### config.mk
export PLATFORM = sky130hd
export DESIGN_NAME = prq_queue
export DESIGN_NICKNAME = d
export VERILOG_FILES = /design/src/rtl/prq_pkg.sv /design/src/rtl/prq_classify.sv /design/src/rtl/prq_first_free.sv /design/src/rtl/prq_issue_pick.sv /design/src/rtl/prq_queue.sv
export SDC_FILE = /design/constraint.sdc
export NUM_CORES = 1
export LEC_CHECK = 0
export BUFFER_PORTS_ARGS = -buffer_cell sky130_fd_sc_hd__buf_2
export CELL_PAD_IN_SITES_DETAIL_PLACEMENT = 0
export CELL_PAD_IN_SITES_GLOBAL_PLACEMENT = 1
export CORE_MARGIN = 3
export CORE_UTILIZATION = 45
export CTS_CLUSTER_DIAMETER = 40
export DETAILED_ROUTE_END_ITERATION = 12
export GPL_TIMING_DRIVEN = 0
export PLACE_DENSITY_LB_ADDON = 0.08
export SLEW_MARGIN = 40
export SYNTH_ARGS = -nofsm -noshare
export SYNTH_HDL_FRONTEND = slang
export SYNTH_SLANG_ARGS = --single-unit
### constraint.sdc
create_clock -name clk -period 5.95 [get_ports clk]
set_input_delay 0.595 -clock clk [delete_from_list [all_inputs] [get_ports clk]]
set_output_delay 0.595 -clock clk [all_outputs]
set_load 0.01 [all_outputs]
### src/rtl/prq_pkg.sv
package prq_pkg;

    typedef enum logic [1:0] {
        CLS_LOW  = 2'd0,
        CLS_MED  = 2'd1,
        CLS_HIGH = 2'd2
    } prq_cls_e;

    typedef enum logic [1:0] {
        SL_FREE = 2'd0,
        SL_WAIT = 2'd1,
        SL_OUT  = 2'd2
    } prq_slot_e;

endpackage

### src/rtl/prq_classify.sv
module prq_classify
    import prq_pkg::*;
#(
    parameter int UPPER_TH = 12,
    parameter int LOWER_TH = 6
) (
    input  logic [3:0] arb_qos,
    output prq_cls_e   cls
);
    always_comb begin
        if (int'(arb_qos) >= UPPER_TH)      cls = CLS_HIGH;
        else if (int'(arb_qos) >= LOWER_TH) cls = CLS_MED;
        else                                cls = CLS_LOW;
    end
endmodule

### src/rtl/prq_first_free.sv
module prq_first_free #(
    parameter int DEPTH  = 8,
    localparam int SLOT_W = $clog2(DEPTH)
) (
    input  logic [DEPTH-1:0]  free_vec,
    output logic              any,
    output logic [SLOT_W-1:0] idx
);
    always_comb begin
        any = 1'b0;
        idx = '0;
        for (int i = DEPTH - 1; i >= 0; i--) begin
            if (free_vec[i]) begin
                any = 1'b1;
                idx = SLOT_W'(i);
            end
        end
    end
endmodule

### src/rtl/prq_issue_pick.sv
module prq_issue_pick #(
    parameter int DEPTH  = 8,
    parameter int QOS_W  = 4,
    localparam int SLOT_W = $clog2(DEPTH)
) (
    input  logic [DEPTH-1:0]            cand,
    input  logic [DEPTH-1:0][QOS_W-1:0] qos,
    input  logic [DEPTH-1:0][DEPTH-1:0] older,
    output logic                        any,
    output logic [SLOT_W-1:0]           idx
);
    logic [DEPTH-1:0] win;

    for (genvar gi = 0; gi < DEPTH; gi++) begin : g_win
        always_comb begin
            win[gi] = cand[gi];
            for (int j = 0; j < DEPTH; j++) begin
                if (j != gi && cand[j]) begin
                    if (!((qos[gi] > qos[j]) ||
                          (qos[gi] == qos[j] && older[gi][j]))) begin
                        win[gi] = 1'b0;
                    end
                end
            end
        end
    end

    always_comb begin
        any = |win;
        idx = '0;
        for (int i = DEPTH - 1; i >= 0; i--) begin
            if (win[i]) idx = SLOT_W'(i);
        end
    end
endmodule

### src/rtl/prq_queue.sv
module prq_queue
    import prq_pkg::*;
#(
    parameter int DEPTH    = 8,
    parameter int ID_W     = 4,
    parameter int ADDR_W   = 16,
    parameter int QOS_W    = 4,
    parameter int RSV_HI   = 1,
    parameter int RSV_MED  = 2,
    parameter int UPPER_TH = 12,
    parameter int LOWER_TH = 6,
    localparam int SLOT_W  = $clog2(DEPTH),
    localparam int CNT_W   = $clog2(DEPTH + 1)
) (
    input  logic              clk,
    input  logic              rst_n,
    input  logic              req_valid,
    output logic              req_ready,
    input  logic [ID_W-1:0]   req_id,
    input  logic [ADDR_W-1:0] req_addr,
    input  logic [QOS_W-1:0]  req_qos,
    input  logic [3:0]        req_arb_qos,
    output logic              iss_valid,
    input  logic              iss_ready,
    output logic [ID_W-1:0]   iss_id,
    output logic [ADDR_W-1:0] iss_addr,
    output logic [SLOT_W-1:0] iss_slot,
    input  logic              rel_valid,
    input  logic [SLOT_W-1:0] rel_slot
);
    localparam int LIM_HI  = DEPTH;
    localparam int LIM_MED = DEPTH - RSV_HI;
    localparam int LIM_LOW = DEPTH - RSV_HI - RSV_MED;

    typedef struct packed {
        prq_slot_e [DEPTH-1:0]              st;
        logic [DEPTH-1:0][ID_W-1:0]         id;
        logic [DEPTH-1:0][ADDR_W-1:0]       addr;
        logic [DEPTH-1:0][QOS_W-1:0]        qos;
        logic [DEPTH-1:0][DEPTH-1:0]        older;
        logic [CNT_W-1:0]                   occ;
    } state_t;

    state_t q, d;

    prq_cls_e         cls;
    logic [CNT_W-1:0] limit;
    logic [DEPTH-1:0] free_vec, wait_vec;
    logic             free_any, pick_any;
    logic [SLOT_W-1:0] free_idx, pick_idx;
    logic             admit, issue, rel_hit;

    prq_classify #(.UPPER_TH(UPPER_TH), .LOWER_TH(LOWER_TH)) u_cls (
        .arb_qos (req_arb_qos),
        .cls     (cls)
    );

    for (genvar gs = 0; gs < DEPTH; gs++) begin : g_vec
        assign free_vec[gs] = (q.st[gs] == SL_FREE);
        assign wait_vec[gs] = (q.st[gs] == SL_WAIT);
    end

    prq_first_free #(.DEPTH(DEPTH)) u_free (
        .free_vec (free_vec),
        .any      (free_any),
        .idx      (free_idx)
    );

    prq_issue_pick #(.DEPTH(DEPTH), .QOS_W(QOS_W)) u_pick (
        .cand  (wait_vec),
        .qos   (q.qos),
        .older (q.older),
        .any   (pick_any),
        .idx   (pick_idx)
    );

    always_comb begin
        unique case (cls)
            CLS_HIGH: limit = CNT_W'(LIM_HI);
            CLS_MED:  limit = CNT_W'(LIM_MED);
            default:  limit = CNT_W'(LIM_LOW);
        endcase
    end

    assign req_ready = (q.occ < limit) && free_any;
    assign iss_valid = pick_any;
    assign iss_slot  = pick_idx;
    assign iss_id    = q.id[pick_idx];
    assign iss_addr  = q.addr[pick_idx];

    always_comb begin
        d       = q;
        admit   = req_valid && req_ready;
        issue   = iss_valid && iss_ready;
        rel_hit = 1'b0;

        for (int i = 0; i < DEPTH; i++) begin
            if (rel_valid && rel_slot == SLOT_W'(i) && q.st[i] == SL_OUT) begin
                d.st[i] = SL_FREE;
                rel_hit = 1'b1;
            end
        end

        if (issue) d.st[pick_idx] = SL_OUT;

        if (admit) begin
            d.st[free_idx]   = SL_WAIT;
            d.id[free_idx]   = req_id;
            d.addr[free_idx] = req_addr;
            d.qos[free_idx]  = req_qos;
            for (int j = 0; j < DEPTH; j++) begin
                d.older[j][free_idx] = (q.st[j] != SL_FREE);
                d.older[free_idx][j] = 1'b0;
            end
        end

        d.occ = q.occ + CNT_W'(admit) - CNT_W'(rel_hit);
    end

    always_ff @(posedge clk) begin
        if (!rst_n) q <= '0;
        else        q <= d;
    end

    logic [DEPTH-1:0] busy_chk;
    for (genvar gb = 0; gb < DEPTH; gb++) begin : g_busy
        assign busy_chk[gb] = (q.st[gb] != SL_FREE);
    end


    low_limit_chk: assert property (@(posedge clk) disable iff (!rst_n)
        (admit && cls == CLS_LOW) |-> ($countones(busy_chk) < LIM_LOW));


    med_limit_chk: assert property (@(posedge clk) disable iff (!rst_n)
        (admit && cls == CLS_MED) |-> ($countones(busy_chk) < LIM_MED));


    issued_held_chk: assert property (@(posedge clk) disable iff (!rst_n)
        (iss_valid && iss_ready) |=> (q.st[$past(iss_slot)] == SL_OUT));


    release_free_chk: assert property (@(posedge clk) disable iff (!rst_n)
        (rel_valid && q.st[rel_slot] == SL_OUT) |=> (q.st[$past(rel_slot)] == SL_FREE));


    occ_track_chk: assert property (@(posedge clk) disable iff (!rst_n)
        q.occ == CNT_W'($countones(busy_chk)));


    fresh_not_offered_chk: assert property (@(posedge clk) disable iff (!rst_n)
        (req_valid && req_ready) |-> !(iss_valid && iss_slot == free_idx));

endmodule

Word-level counts from Yosys, hierarchy flattened

Index checks and enable logic that the tools add are counted.

Logic and storage cells: 558
Register bits: 276
Bits of input ports: 36
Output and inout bits: 25

$lt $le $gt $ge: 63
Bitwise logic cells: 22
Reductions and logical operators: 151
Muxes and demuxes: 198
Add/sub/neg operators: 2
Equal/unequal tests: 81

Operators by type and width:

| operator             | count |
|---|---|
| $and A64 B64 Y64     | 8 |
| $not A64 Y64         | 8 |
| $mux W272            | 1 |
| $eq A4 B4 Y1         | 56 |
| $gt A4 B4 Y1         | 56 |
| $demux W8 S3         | 8 |
| $mux W1              | 131 |
| $bwmux W128          | 1 |
| $logic_and A1 B1 Y1  | 77 |
| $bwmux W32           | 2 |
| $bwmux W8            | 8 |
| $logic_or A1 B1 Y1   | 56 |
| $mux W3              | 17 |
| $bmux W16 S3         | 1 |
| $demux W16 S3        | 1 |
| $mux W16             | 3 |
| $mux W2              | 12 |
| $eq A2 B1 Y1 const B | 9 |
| $eq A2 B2 Y1 const B | 9 |
| $and A8 B8 Y8        | 2 |
| $logic_not A2 Y1     | 8 |
| $not A8 Y8           | 2 |
| $or A8 B8 Y8         | 2 |
| $reduce_bool A2 Y1   | 8 |
| other kinds (22)     | 31 |

Longest topological paths before layout

Gate-level depths: netlist of run 1.

Depth in word-level cells: 34
Gate-level depth with buffers: 15
Mapped depth without buffers: 14

Modules after synthesis

A second synthesis of run 1 with hierarchy kept.

Cell total of the unflattened synthesis: 1934
Area, all modules: 15757.6 um^2

Modules (own cells, without submodules):

| module         | cells each | sequential area each (um^2) | instances | area an instance (um^2) |
|---|---|---|---|---|
| prq_queue      | 1461       | 5525.3                      | 1         | 12260.5 |
| prq_issue_pick | 456        | 0.0                         | 1         | 3389.5 |
| prq_first_free | 13         | 0.0                         | 1         | 80.1 |
| prq_classify   | 4          | 0.0                         | 1         | 27.5 |

Worst setup path before layout of run 1

Ideal clock, no wire load.

Kind: reg-to-output
Start: reg (tool-made name)
End: out iss_addr[13]
Arrival time: 3341 ps
Cell stages (with the launch flop): 16
Buffers on the path: 4
Setup slack: 2014 ps
Data required time: 5355 ps
Cells stage by stage: dfxtp_1 inv_1 ha_1 nor2b_1 o211ai_2 a221oi_1 or4_1 or4_1 buf_2 nor4bb_1 buf_6 and3b_1 buf_6 buf_6 a221oi_1 mux2i_1

RTL lines:

| item      | RTL line        | text |
|---|---|---|
| to (decl) | prq_queue.sv:26 | `output logic [ADDR_W-1:0] iss_addr,` |

==> results of run 1 <==
-- path summary, 6_finish.rpt --
| path | to | startpoint | cells after the start | slack (ns) |
|---|---|---|---|---|
| setup reg to reg | q[270]$_SDFF_PN0_ | flip-flop | 12 | 1.77 |
| hold reg to reg | q[15]$_SDFFE_PN0P_ | q[15]$_SDFFE_PN0P_ | 2 | 0.46 |
| hold / removal | flip-flop | req_addr[4] | 3 | 0.34 |
| setup / recovery | iss_addr[1] | flip-flop | 14 | 0.27 |
-- worst max-delay path, delay by kind of cell (launching register included) --
kind,cells,cell delay [ns]
buffers and inverters,4,1.41
AOI/OAI and AO/OA,5,1.09
and+or+nand+nor,3,0.96
DFF,1,0.58
adders and majority gates,1,0.31
muxes,1,0.18
-- what timing repair did --
action | 4_1_cts | 5_1_grt
endpoints found under the setup margin | 1 | 20
resized for setup | 1 | 6
pin swaps | 0 | 0
-- per-layer routing --
layer / share of wire (%) / routed length, um
met3: 6.9 / 3820
met2: 49 / 26900
met4: 5.0 / 2770
met1: 40 / 21900
met5: 0.013 / 7
-- cell usage after synthesis, drive strengths merged, types with 3 or more instances --
master,number
nand2,432
dfxtp,268
a21boi,195
ha,119
nor2,111
clkbuf,87
inv,67
a221oi,53
a21oi,52
a32o,40
buf,38
nor2b,34
nand4,33
a211oi,26
nand2b,25
nor3,25
mux2i,22
o21ai,21
o211ai,18
nor4,10
a21o,9
a221o,8
a31oi,8
nor4b,8
a31o,6
and2,6
and3,6
o22ai,6
nand3,5
or2,4
a2111oi,3
and4,3
nor3b,3
o21ba,3
or4,3
xnor2,3
-- cell type report --
cell class / instances / area share [%]
plain buffers: 125 / 3.62
clock buffers: 52 / 6.82
clock inverters: 23 / 1.60
inverters: 68 / 1.50
multi-input cells: 1328 / 50.6
flip-flops and latches: 268 / 31.6
well taps: 435 / 3.20
repair buffers: 37 / 1.10
-- kinds of logic after synthesis --
kind of cell | count (synthesis)
buf+inv | 193
mux | 23
fa+ha+maj | 120
xor+xnor | 3
simple gates | 716
flops | 268
compound gates | 466
-- report_power, final --
group / internal, W / switching, W / total, W
clock: 0.00157 / 0.000922 / 0.00249
combinational: 0.000383 / 0.000766 / 0.00115
sequential: 0.00189 / 0.0000816 / 0.00197
-- through the flow --
| stage | instance area [um^2] | hold slack (ns) | power (W) | std cells | util (%) |
|---|---|---|---|---|---|
| 2_1_floorplan | 14800 | 0.427 | 0.00270 | 1789 | - |
| 3_3_place_gp | 15500 | 0.447 | 0.00311 | 2258 | 48.5 |
| 3_5_place_dp | 15500 | 0.456 | 0.00313 | 2261 | 48.6 |
| 4_1_cts | 17000 | 0.328 | 0.00562 | 2336 | 53.1 |
| 5_1_grt | 17000 | 0.344 | 0.00583 | 2336 | 53.2 |
| 6_report | 17000 | 0.340 | 0.00561 | 2336 | 53.2 |
==> run summary, run 1 <==
Final Hold Viols = 0
Die span in y = 187 um
Met2 usage = 54.3%
Yosys top cell area share = 36.3%
Initial antenna violation count = 2
Bufs on Longest Clock Path = 3
Setup_tns = 0 ns
CTS sink cnt = 268
Worst path max stage delay = 0.68 ns
Fmax = 176 MHz
Worst-Margin Slew = 0.859 ns
Initial Util = 46.2%
Multi-input gate area = 8590 um^2
Sequential element share of the synthesized area = 36.3%
Synth warn = 0
WP data required = 5.36 ns
Synth Area in Compound Gates = 24.6%
Most common cell after layout, fill and taps aside = nand2_1
Max FO, Critical Path = 10
Met1 Use GR = 37.1%
Worst slew margin = 42.7%
Yosys top cell by area = dfxtp_1
Worst endpoint data arrival time = 5.08 ns
Vias/cell = 5.87
Adder-cell area share of the yosys netlist = 10.2%
Crit-path slowest cell = clkbuf_1
Filler cell count = 3,033
Post-Syn Area = 14,800 um^2
Drt wl/cell = 23.7 um
Routability Congestion = 0.980
Final Cycle Share = 95.5%
Distinct cells, synth = 68
Hold buffers post-CTS = 0
Mux cell area share after synthesis = 1.57%
Pin count of the biggest net entering global routing = 13
Htree depth = 2
Layout area overhead = 15.0%
HPWL Detailed = 40,800 um
Largest family of logic cells by synthesized area = compound AO/OA/AOI/OAI gates
Crit path cell chain = inv_1 > ha_1 > nor2b_1 > o211ai_1 > a221o_1 > o311ai_0 > nor4_1 > or2_2 > clkbuf_1 > clkbuf_1 > a32o_1 > a221oi_1 > mux2i_1 > buf_2
CP Class = flip-flop to output pin
Congestion Overflow GR = 0
Total core area = 32,000 um^2
Post-place setup slack = 0.457 ns
Clock latency at the later pin of the worst-skew pair = 0.56 ns
# port buffers = 34
Final net count = 2,026
Drt pass-1 iters = 7
Grt met3 use = 5.60%
Via count = 13,722
DRC violation total after the first TritonRoute iteration = 1,080
Period minus WS final = 5.68 ns
Reg area = 5370 um^2
CP Launch Type = flip-flop
Root buffer cell = clkbuf_16
P_leak = 6.29 nW
Post-Syn Instances = 1,789
Layout Skew = 0.0313 ns
Min-delay worst type = input pin to flip-flop
Commonest non-fill, non-tap cells in the layout = 432 x nand2_1, 268 x dfxtp_1, 195 x a21boi_0
Max Cap Violations = 0
First-pass GRT wire length = 83,600 um
Residual DRC = 0
Cell mode on critical path = clkbuf_1
Power density cells = 330 nW/um^2
Final setup viols = 0
Die ar. = 35,100 um^2
ANT cells = 0
CTS tree = done
Synth Area in XOR/XNOR = 0.178%
Worst vdd rail ir drop = 204 uV
Setup Fix Bufs, Post-CTS = 0
Global-route layer with the greatest usage = met2
Row cnt = 65
Syn_area_per_cell = 8.26 um^2
Syn nets = 1,945
Fin. max-slew vios = 0
Number of global-route vias before repair = 13,764
Gr usage total = 31.1%
Final ANT Viol Nets = 0
Final wirelength = 55,300 um
Synth top area cells = dfxtp_1 36%, nand2_1 11%, ha_1 10%, a21boi_0 9.9%, nor2_1 2.8%
Post-synth EDFFs = 0
Top_reg_cell synth = dfxtp_1
Post-synth ARST share = 0%
Status = finished, final reports clean
Yosys reg bits = 268
Reg clk slew, reported paths = 0.06 ns
Io pins = 61
CP Capture Type = output pin
Share of layout cells above drive strength 1 = 10.5%
Worst Slack Setup Final = 0.270 ns
Simple-gate share of the synthesized area = 21.3%
RSZ-0062 raised after global routing = false
Num CTS Buffers = 42
Die width = 187 um
Power figures use the tool's default switching activity.
==> run 2, diff against run 1 <==
--- a/config.mk
+++ b/config.mk
@@ -8,12 +8,14 @@
 export BUFFER_PORTS_ARGS = -buffer_cell sky130_fd_sc_hd__buf_2
 export CELL_PAD_IN_SITES_DETAIL_PLACEMENT = 0
 export CELL_PAD_IN_SITES_GLOBAL_PLACEMENT = 1
+export CORE_ASPECT_RATIO = 0.75
 export CORE_MARGIN = 3
 export CORE_UTILIZATION = 45
 export CTS_CLUSTER_DIAMETER = 40
 export DETAILED_ROUTE_END_ITERATION = 12
 export GPL_TIMING_DRIVEN = 0
 export PLACE_DENSITY_LB_ADDON = 0.08
+export SETUP_SLACK_MARGIN = 0.3
 export SLEW_MARGIN = 40
 export SYNTH_ARGS = -nofsm -noshare
 export SYNTH_HDL_FRONTEND = slang
==> run summary, run 2 (same netlist as run 1, synthesis figures left out) <==
Residual DRC = 0 (unchanged)
Inst Count DP = 2,262 (was 2,261)
Vias/cell = 6.06 (was 5.87)
CP Class = flip-flop to output pin (unchanged)
Setup Fix Bufs, Post-CTS = 0 (unchanged)
Pin count of the biggest net entering global routing = 15 (was 13)
Total power draw = 0.00544 W (was 0.00561 W)
RSZ-0062 raised after global routing = false (unchanged)
DRC violation total after the first TritonRoute iteration = 1,761 (was 1,080)
Worst-Margin Slew = 0.942 ns (was 0.859 ns)
CP Launch Type = flip-flop (unchanged)
Final Hold Viols = 0 (unchanged)
First-pass GRT wire length = 84,300 um (was 83,600 um)
Final net count = 2,022 (was 2,026)
Num CTS Buffers = 37 (was 42)
Htree depth = 2 (unchanged)
Worst slew margin = 37.0% (was 42.7%)
Initial Util = 46.5% (was 46.2%)
Final ANT Viol Nets = 0 (unchanged)
Max Cap Violations = 0 (unchanged)
CTS tree = done (unchanged)
Hold path cells = 3 (unchanged)
Fin. max-slew vios = 0 (unchanged)
Worst vdd rail ir drop = 218 uV (was 204 uV)
WP data required = 5.36 ns (about the same)
Layout area overhead = 13.7% (was 15.0%)
CTS-repair resized insts = 2 (was 1)
Die span in y = 163 um (was 187 um)
Min-delay worst type = input pin to flip-flop (unchanged)
Period minus WS final = 5.52 ns (was 5.68 ns)
Number of global-route vias before repair = 13,047 (was 13,764)
P_leak = 6.19 nW (was 6.29 nW)
Max FO, Critical Path = 10 (unchanged)
Worst Slack Setup Final = 0.435 ns (was 0.270 ns)
Power density cells = 323 nW/um^2 (was 330 nW/um^2)
Via count = 14,092 (was 13,722)
Final Cycle Share = 92.7% (was 95.5%)
Status = finished, final reports clean (unchanged)
Post-place setup slack = 0.764 ns (was 0.457 ns)
Finished Layout Cells = 2,327 (was 2,336)
Fmax = 181 MHz (was 176 MHz)
Die ar. = 35,100 um^2 (about the same)
Reg2reg end = q[270]$_SDFF_PN0_ (unchanged)
Hold buffers post-CTS = 0 (unchanged)
Logic gate share of total power = 21.8% (was 20.5%)
Clock power frac = 41.7% (was 44.3%)
HPWL Detailed = 42,900 um (was 40,800 um)
Register share of total power = 36.5% (was 35.2%)
Initial antenna violation count = 1 (was 2)
Commonest non-fill, non-tap cells in the layout = 432 x nand2_1, 268 x dfxtp_1, 195 x a21boi_0 (unchanged)
Most common cell after layout, fill and taps aside = nand2_1 (unchanged)
Gr usage total = 32.0% (was 31.1%)
Drt pass-1 iters = 6 (was 7)
Net Sw Power = 0.00178 W (was 0.00177 W)
Root buffer cell = clkbuf_16 (unchanged)
Reg clk slew, reported paths = 0.06 ns (about the same)
Clock latency at the later pin of the worst-skew pair = 0.53 ns (was 0.56 ns)
Bufs on Longest Clock Path = 3 (unchanged)
Final wirelength = 57,200 um (was 55,300 um)
R2R depth = 12 (unchanged)
# port buffers = 34 (unchanged)
Congestion Overflow GR = 0 (unchanged)
Io pins = 61 (unchanged)
Filler cell count = 3,176 (was 3,033)
Row cnt = 56 (was 65)
CTS sink cnt = 268 (unchanged)
Final setup viols = 0 (unchanged)
Hold Path Origin = req_addr[4] (unchanged)
Layout Skew = 0.0325 ns (was 0.0313 ns)
Power Internal = 0.00366 W (was 0.00384 W)
Drt wl/cell = 24.6 um (was 23.7 um)
Routability Congestion = 0.970 (was 0.980)
R2R Setup Slk = 1.82 ns (was 1.77 ns)
Share of layout cells above drive strength 1 = 9.84% (was 10.5%)
Total core area = 31,800 um^2 (was 32,000 um^2)
Setup_tns = 0 ns (unchanged)
Worst endpoint data arrival time = 4.92 ns (was 5.08 ns)
Die width = 215 um (was 187 um)
CP Capture Type = output pin (unchanged)
Switching share of power = 32.7% (was 31.5%)
-- run 2: changes by cell type in the layout (fill, tap and decap cells not counted), moves of 3 or more --
cell / before / now
clkbuf_8: 7 / 2
clkinv_2: 9 / 4
clkbuf_16: 42 / 38
clkbuf_1: 79 / 82
-- run 2: how the worst max path moves through the flow --
stage | start | endpoint | slack [ns] | cells after the start
floorplan | flip-flop | iss_addr[13] | 2.01 | 15
global placement | flip-flop | iss_addr[13] | 0.79 | 13
detailed placement | flip-flop | iss_addr[13] | 0.76 | 13
CTS | flip-flop | iss_addr[15] | 0.26 | 13
global route | flip-flop | iss_addr[13] | 0.31 | 14
finish | flip-flop | iss_addr[13] | 0.43 | 14
-- run 2: critical path, stage by stage, from the launching register on --
cell and delay (ns):
dfxtp_1 0.54, inv_1 0.13, ha_1 0.31, nor2b_1 0.14, o211ai_1 0.40, a221o_1 0.23
o311ai_0 0.18, nor4_1 0.52, or2_2 0.20, clkbuf_1 0.38, clkbuf_1 0.54, a32o_1 0.29
a221oi_1 0.06, mux2i_1 0.29, buf_2 0.19
-- run 2: per-layer routing --
metal	track usage, %	part of all wire [%]	vias up
met2	43.3	38	723
li1	-	-	6483
met4	6.48	1.6	0
met1	49.7	48	6824
met3	8.97	12	62
met5	0	0	-
-- run 2: area by class of cell --
type / count / area, um^2 / share of cell area (%)
antenna: 1 / 2.50 / 0.0149
timing repair buffer: 38 / 195 / 1.16
clock inverter: 19 / 243 / 1.44
tap: 435 / 544 / 3.24
buffer: 125 / 614 / 3.65
clock buffer: 45 / 997 / 5.93
inverter: 68 / 255 / 1.52
multi-input combinational: 1328 / 8590 / 51.1
sequential: 268 / 5370 / 31.9
-- run 2: power by group through the flow --
stage	clock (W)	sequential, W	combinational [W]
CTS	0.00228	0.00198	0.00114
floorplan	0	0.00198	0.000724
detailed placement	0	0.00202	0.00114
finish	0.00227	0.00198	0.00119
global route	0.00236	0.00199	0.00128
global placement	0	0.00201	0.00111
-- run 2: through the flow --
step                      area [um^2]  hold WS, ns  util [%]
after floorplan                 14800        0.427         -
after global placement          15500        0.449      48.7
after detailed placement        15500        0.450      48.9
after CTS                       16800        0.350      52.8
after global routing            16800        0.364      52.8
final                           16800        0.368      52.8
==> run 3, diff against run 2 <==
--- a/config.mk
+++ b/config.mk
@@ -5,6 +5,7 @@
 export SDC_FILE = /design/constraint.sdc
 export NUM_CORES = 1
 export LEC_CHECK = 0
+export ABC_AREA = 1
 export BUFFER_PORTS_ARGS = -buffer_cell sky130_fd_sc_hd__buf_2
 export CELL_PAD_IN_SITES_DETAIL_PLACEMENT = 0
 export CELL_PAD_IN_SITES_GLOBAL_PLACEMENT = 1
==> run summary, run 3 <==
Max FO, Critical Path = 10 (unchanged)
Status = finished, final reports clean (unchanged)
WP data required = 5.36 ns (about the same)
Num CTS Buffers = 41 (was 37)
Filler cell count = 3,282 (was 3,176)
Switching share of power = 37.3% (was 32.7%)
Count leader, synth = nand2_1 (unchanged)
RSZ-0062 raised after global routing = false (unchanged)
Drt pass-1 iters = 5 (was 6)
Placed cell areas = 15,700 um^2 (was 15,500 um^2)
Post-synth EDFFs = 0 (unchanged)
Pin count of the biggest net entering global routing = 13 (was 15)
Final Hold Viols = 0 (unchanged)
Drt wl/cell = 20.6 um (was 24.6 um)
CP Class = flip-flop to output pin (unchanged)
Period minus WS final = 5.24 ns (was 5.52 ns)
Post-synth ARST share = 0% (unchanged)
Setup Fix Bufs, Post-CTS = 0 (unchanged)
Net Sw Power = 0.00236 W (was 0.00178 W)
Gr usage total = 31.7% (was 32.0%)
HPWL Detailed = 43,300 um (was 42,900 um)
Yosys reg bits = 268 (unchanged)
Min-delay worst type = input pin to flip-flop (unchanged)
DRC violation total after the first TritonRoute iteration = 1,781 (was 1,761)
Syn_area_per_cell = 6.80 um^2 (was 8.26 um^2)
CTS-repair resized insts = 0 (was 2)
Commonest non-fill, non-tap cells in the layout = 394 x nand2_1, 352 x inv_1, 320 x a21oi_1 (was 432 x nand2_1, 268 x dfxtp_1, 195 x a21boi_0)
Clock latency at the later pin of the worst-skew pair = 0.54 ns (was 0.53 ns)
Total power draw = 0.00632 W (was 0.00544 W)
CTS tree = done (unchanged)
CTS sink cnt = 268 (unchanged)
Max Cap Violations = 0 (unchanged)
Congestion Overflow GR = 0 (unchanged)
Initial Util = 46.7% (was 46.5%)
Share of layout cells above drive strength 1 = 8.28% (was 9.84%)
Row cnt = 56 (unchanged)
# port buffers = 58 (was 34)
Initial antenna violation count = 0 (was 1)
Die span in y = 163 um (about the same)
Die width = 216 um (was 215 um)
Layout area overhead = 15.0% (was 13.7%)
Final wirelength = 56,600 um (was 57,200 um)
Via count = 15,050 (was 14,092)
Logic gate share of total power = 29.5% (was 21.8%)
R2R Setup Slk = 2.23 ns (was 1.82 ns)
Bufs on Longest Clock Path = 3 (unchanged)
CP Capture Type = output pin (unchanged)
Syn nets = 2,343 (was 1,945)
Top_reg_cell synth = dfxtp_1 (unchanged)
Worst-Margin Slew = 0.884 ns (was 0.942 ns)
Fmax = 191 MHz (was 181 MHz)
Clock power frac = 38.8% (was 41.7%)
Number of global-route vias before repair = 13,714 (was 13,047)
Power density cells = 369 nW/um^2 (was 323 nW/um^2)
First-pass GRT wire length = 84,400 um (was 84,300 um)
Most common cell after layout, fill and taps aside = nand2_1 (unchanged)
Setup_tns = 0 ns (unchanged)
Worst slew margin = 41.1% (was 37.0%)
Vias/cell = 5.46 (was 6.06)
Post-Syn Instances = 2,187 (was 1,789)
Post-synth top cells = 394 x nand2_1, 352 x inv_1, 320 x a21oi_1 (was 432 x nand2_1, 268 x dfxtp_1, 195 x a21boi_0)
Register share of total power = 31.7% (was 36.5%)
Die ar. = 35,300 um^2 (was 35,100 um^2)
Power Internal = 0.00396 W (was 0.00366 W)
Fin. max-slew vios = 0 (unchanged)
Distinct cells, synth = 42 (was 68)
Htree depth = 2 (unchanged)
Worst endpoint data arrival time = 4.64 ns (was 4.92 ns)
Hold buffers post-CTS = 0 (unchanged)
Final ANT Viol Nets = 0 (unchanged)
Final setup viols = 0 (unchanged)
Final net count = 2,444 (was 2,022)
Yosys top cell by area = dfxtp_1 (unchanged)
Residual DRC = 0 (unchanged)
P_leak = 7.88 nW (was 6.19 nW)
Io pins = 61 (unchanged)
Sequential element share of the synthesized area = 36.1% (was 36.3%)
Final Cycle Share = 88.1% (was 92.7%)
Layout Skew = 0.0195 ns (was 0.0325 ns)
Worst vdd rail ir drop = 240 uV (was 218 uV)
Synth warn = 0 (unchanged)
Routability Congestion = 0.924 (was 0.970)
Layout Utilization = 53.7% (was 52.8%)
Root buffer cell = clkbuf_16 (unchanged)
Post-Syn Area = 14,900 um^2 (was 14,800 um^2)
Total core area = 31,900 um^2 (was 31,800 um^2)
Synth top area cells = dfxtp_1 36%, a21oi_1 11%, ha_1 10%, nand2_1 9.9%, inv_1 8.9% (was dfxtp_1 36%, nand2_1 11%, ha_1 10%, a21boi_0 9.9%, nor2_1 2.8%)
Yosys top cell area share = 36.1% (was 36.3%)
Reg clk slew, reported paths = 0.05 ns (was 0.06 ns)
CP Launch Type = flip-flop (unchanged)
Post-route cell area = 17,100 um^2 (was 16,800 um^2)
==> run 3: cell types whose count changed after synthesis, sizes merged, moves of 22 or more <==
cell	previous run	this run
a21boi	195	1
a21oi	52	322
a221oi	53	0
a32o	40	0
inv	67	368
mux2i	22	0
nand2	432	398
nand2b	25	0
nand3	5	171
nand4	33	8
nor2	111	151
nor2b	34	0
nor3	25	2
o21ai	21	230
==> run 3: worst max-delay path, cell delays in order (launching register included) <==
cell and delay (ns):
dfxtp_1 0.49, inv_1 0.15, ha_1 0.31, nand2_1 0.06, nor2_1 0.47, a21oi_1 0.18, nand2_1 0.12, nand4_1 0.10
nor2_1 0.22, nand2_1 0.14, nand2_1 0.08, nand2_1 0.05, nand2_1 0.06, nand2_1 0.07, nand2_2 0.26, clkbuf_1 0.52
nand3_1 0.21, nand3_1 0.15, nand2_1 0.06, inv_1 0.15, nand2_1 0.10, buf_2 0.15
==> run 3: cell families (layout without fill, tap and decap cells) <==
group	Yosys count	count (layout)	synth area share (%)
fa+ha+maj	120	120	10.1
xor+xnor	2	2	0.118
other cells	0	1	0
compound gates	592	592	20.7
flops	268	268	36.1
simple gates	738	738	20.7
buf+inv	467	598	12.3
==> run 3: metrics by stage <==
stage | setup WS (ns) | hold slack [ns] | cells
after floorplan | 2.99 | 0.430 | 2187
after global placement | 1.18 | 0.439 | 2680
after detailed placement | 1.24 | 0.444 | 2680
after CTS | 0.612 | 0.417 | 2753
after global routing | 0.441 | 0.444 | 2753
final | 0.710 | 0.433 | 2754
==> run 3: final timing paths <==
check          startpoint  depth (start not counted)                end
max             flip-flop                         21        iss_addr[1]
min reg2reg     flip-flop                          2          flip-flop
min          req_addr[14]                          3          flip-flop
max reg2reg     flip-flop                         20  q[270]$_SDFF_PN0_
==> run 3: routing by layer <==
metal | part of all wire (%) | wire length, um | track usage (%)
met2 | 37 | 20800 | 41.8
met5 | 0 | 0 | 0
met3 | 12 | 6690 | 9.32
met1 | 50 | 28200 | 49.9
met4 | 1.6 | 885 | 6.53
==> run 3: cell type report <==
cell class / count / area, um^2 / share of cell area [%]
sequential: 268 / 5370 / 31.4
buffer: 99 / 445 / 2.60
clock inverter: 22 / 268 / 1.57
inverter: 368 / 1380 / 8.08
tap: 435 / 544 / 3.18
antenna: 1 / 2.50 / 0.0146
clock buffer: 51 / 1110 / 6.51
timing repair buffer: 58 / 290 / 1.70
multi-input combinational: 1452 / 7690 / 45.0
==> run 3: power groups by stage <==
stage                     Combinational [W]  Clock (W)  Sequential (W)
after global placement              0.00177          0         0.00204
after floorplan                     0.00112          0         0.00201
after global routing                0.00206    0.00254         0.00201
after CTS                           0.00179    0.00247         0.00200
final                               0.00186    0.00245         0.00200
after detailed placement            0.00178          0         0.00204
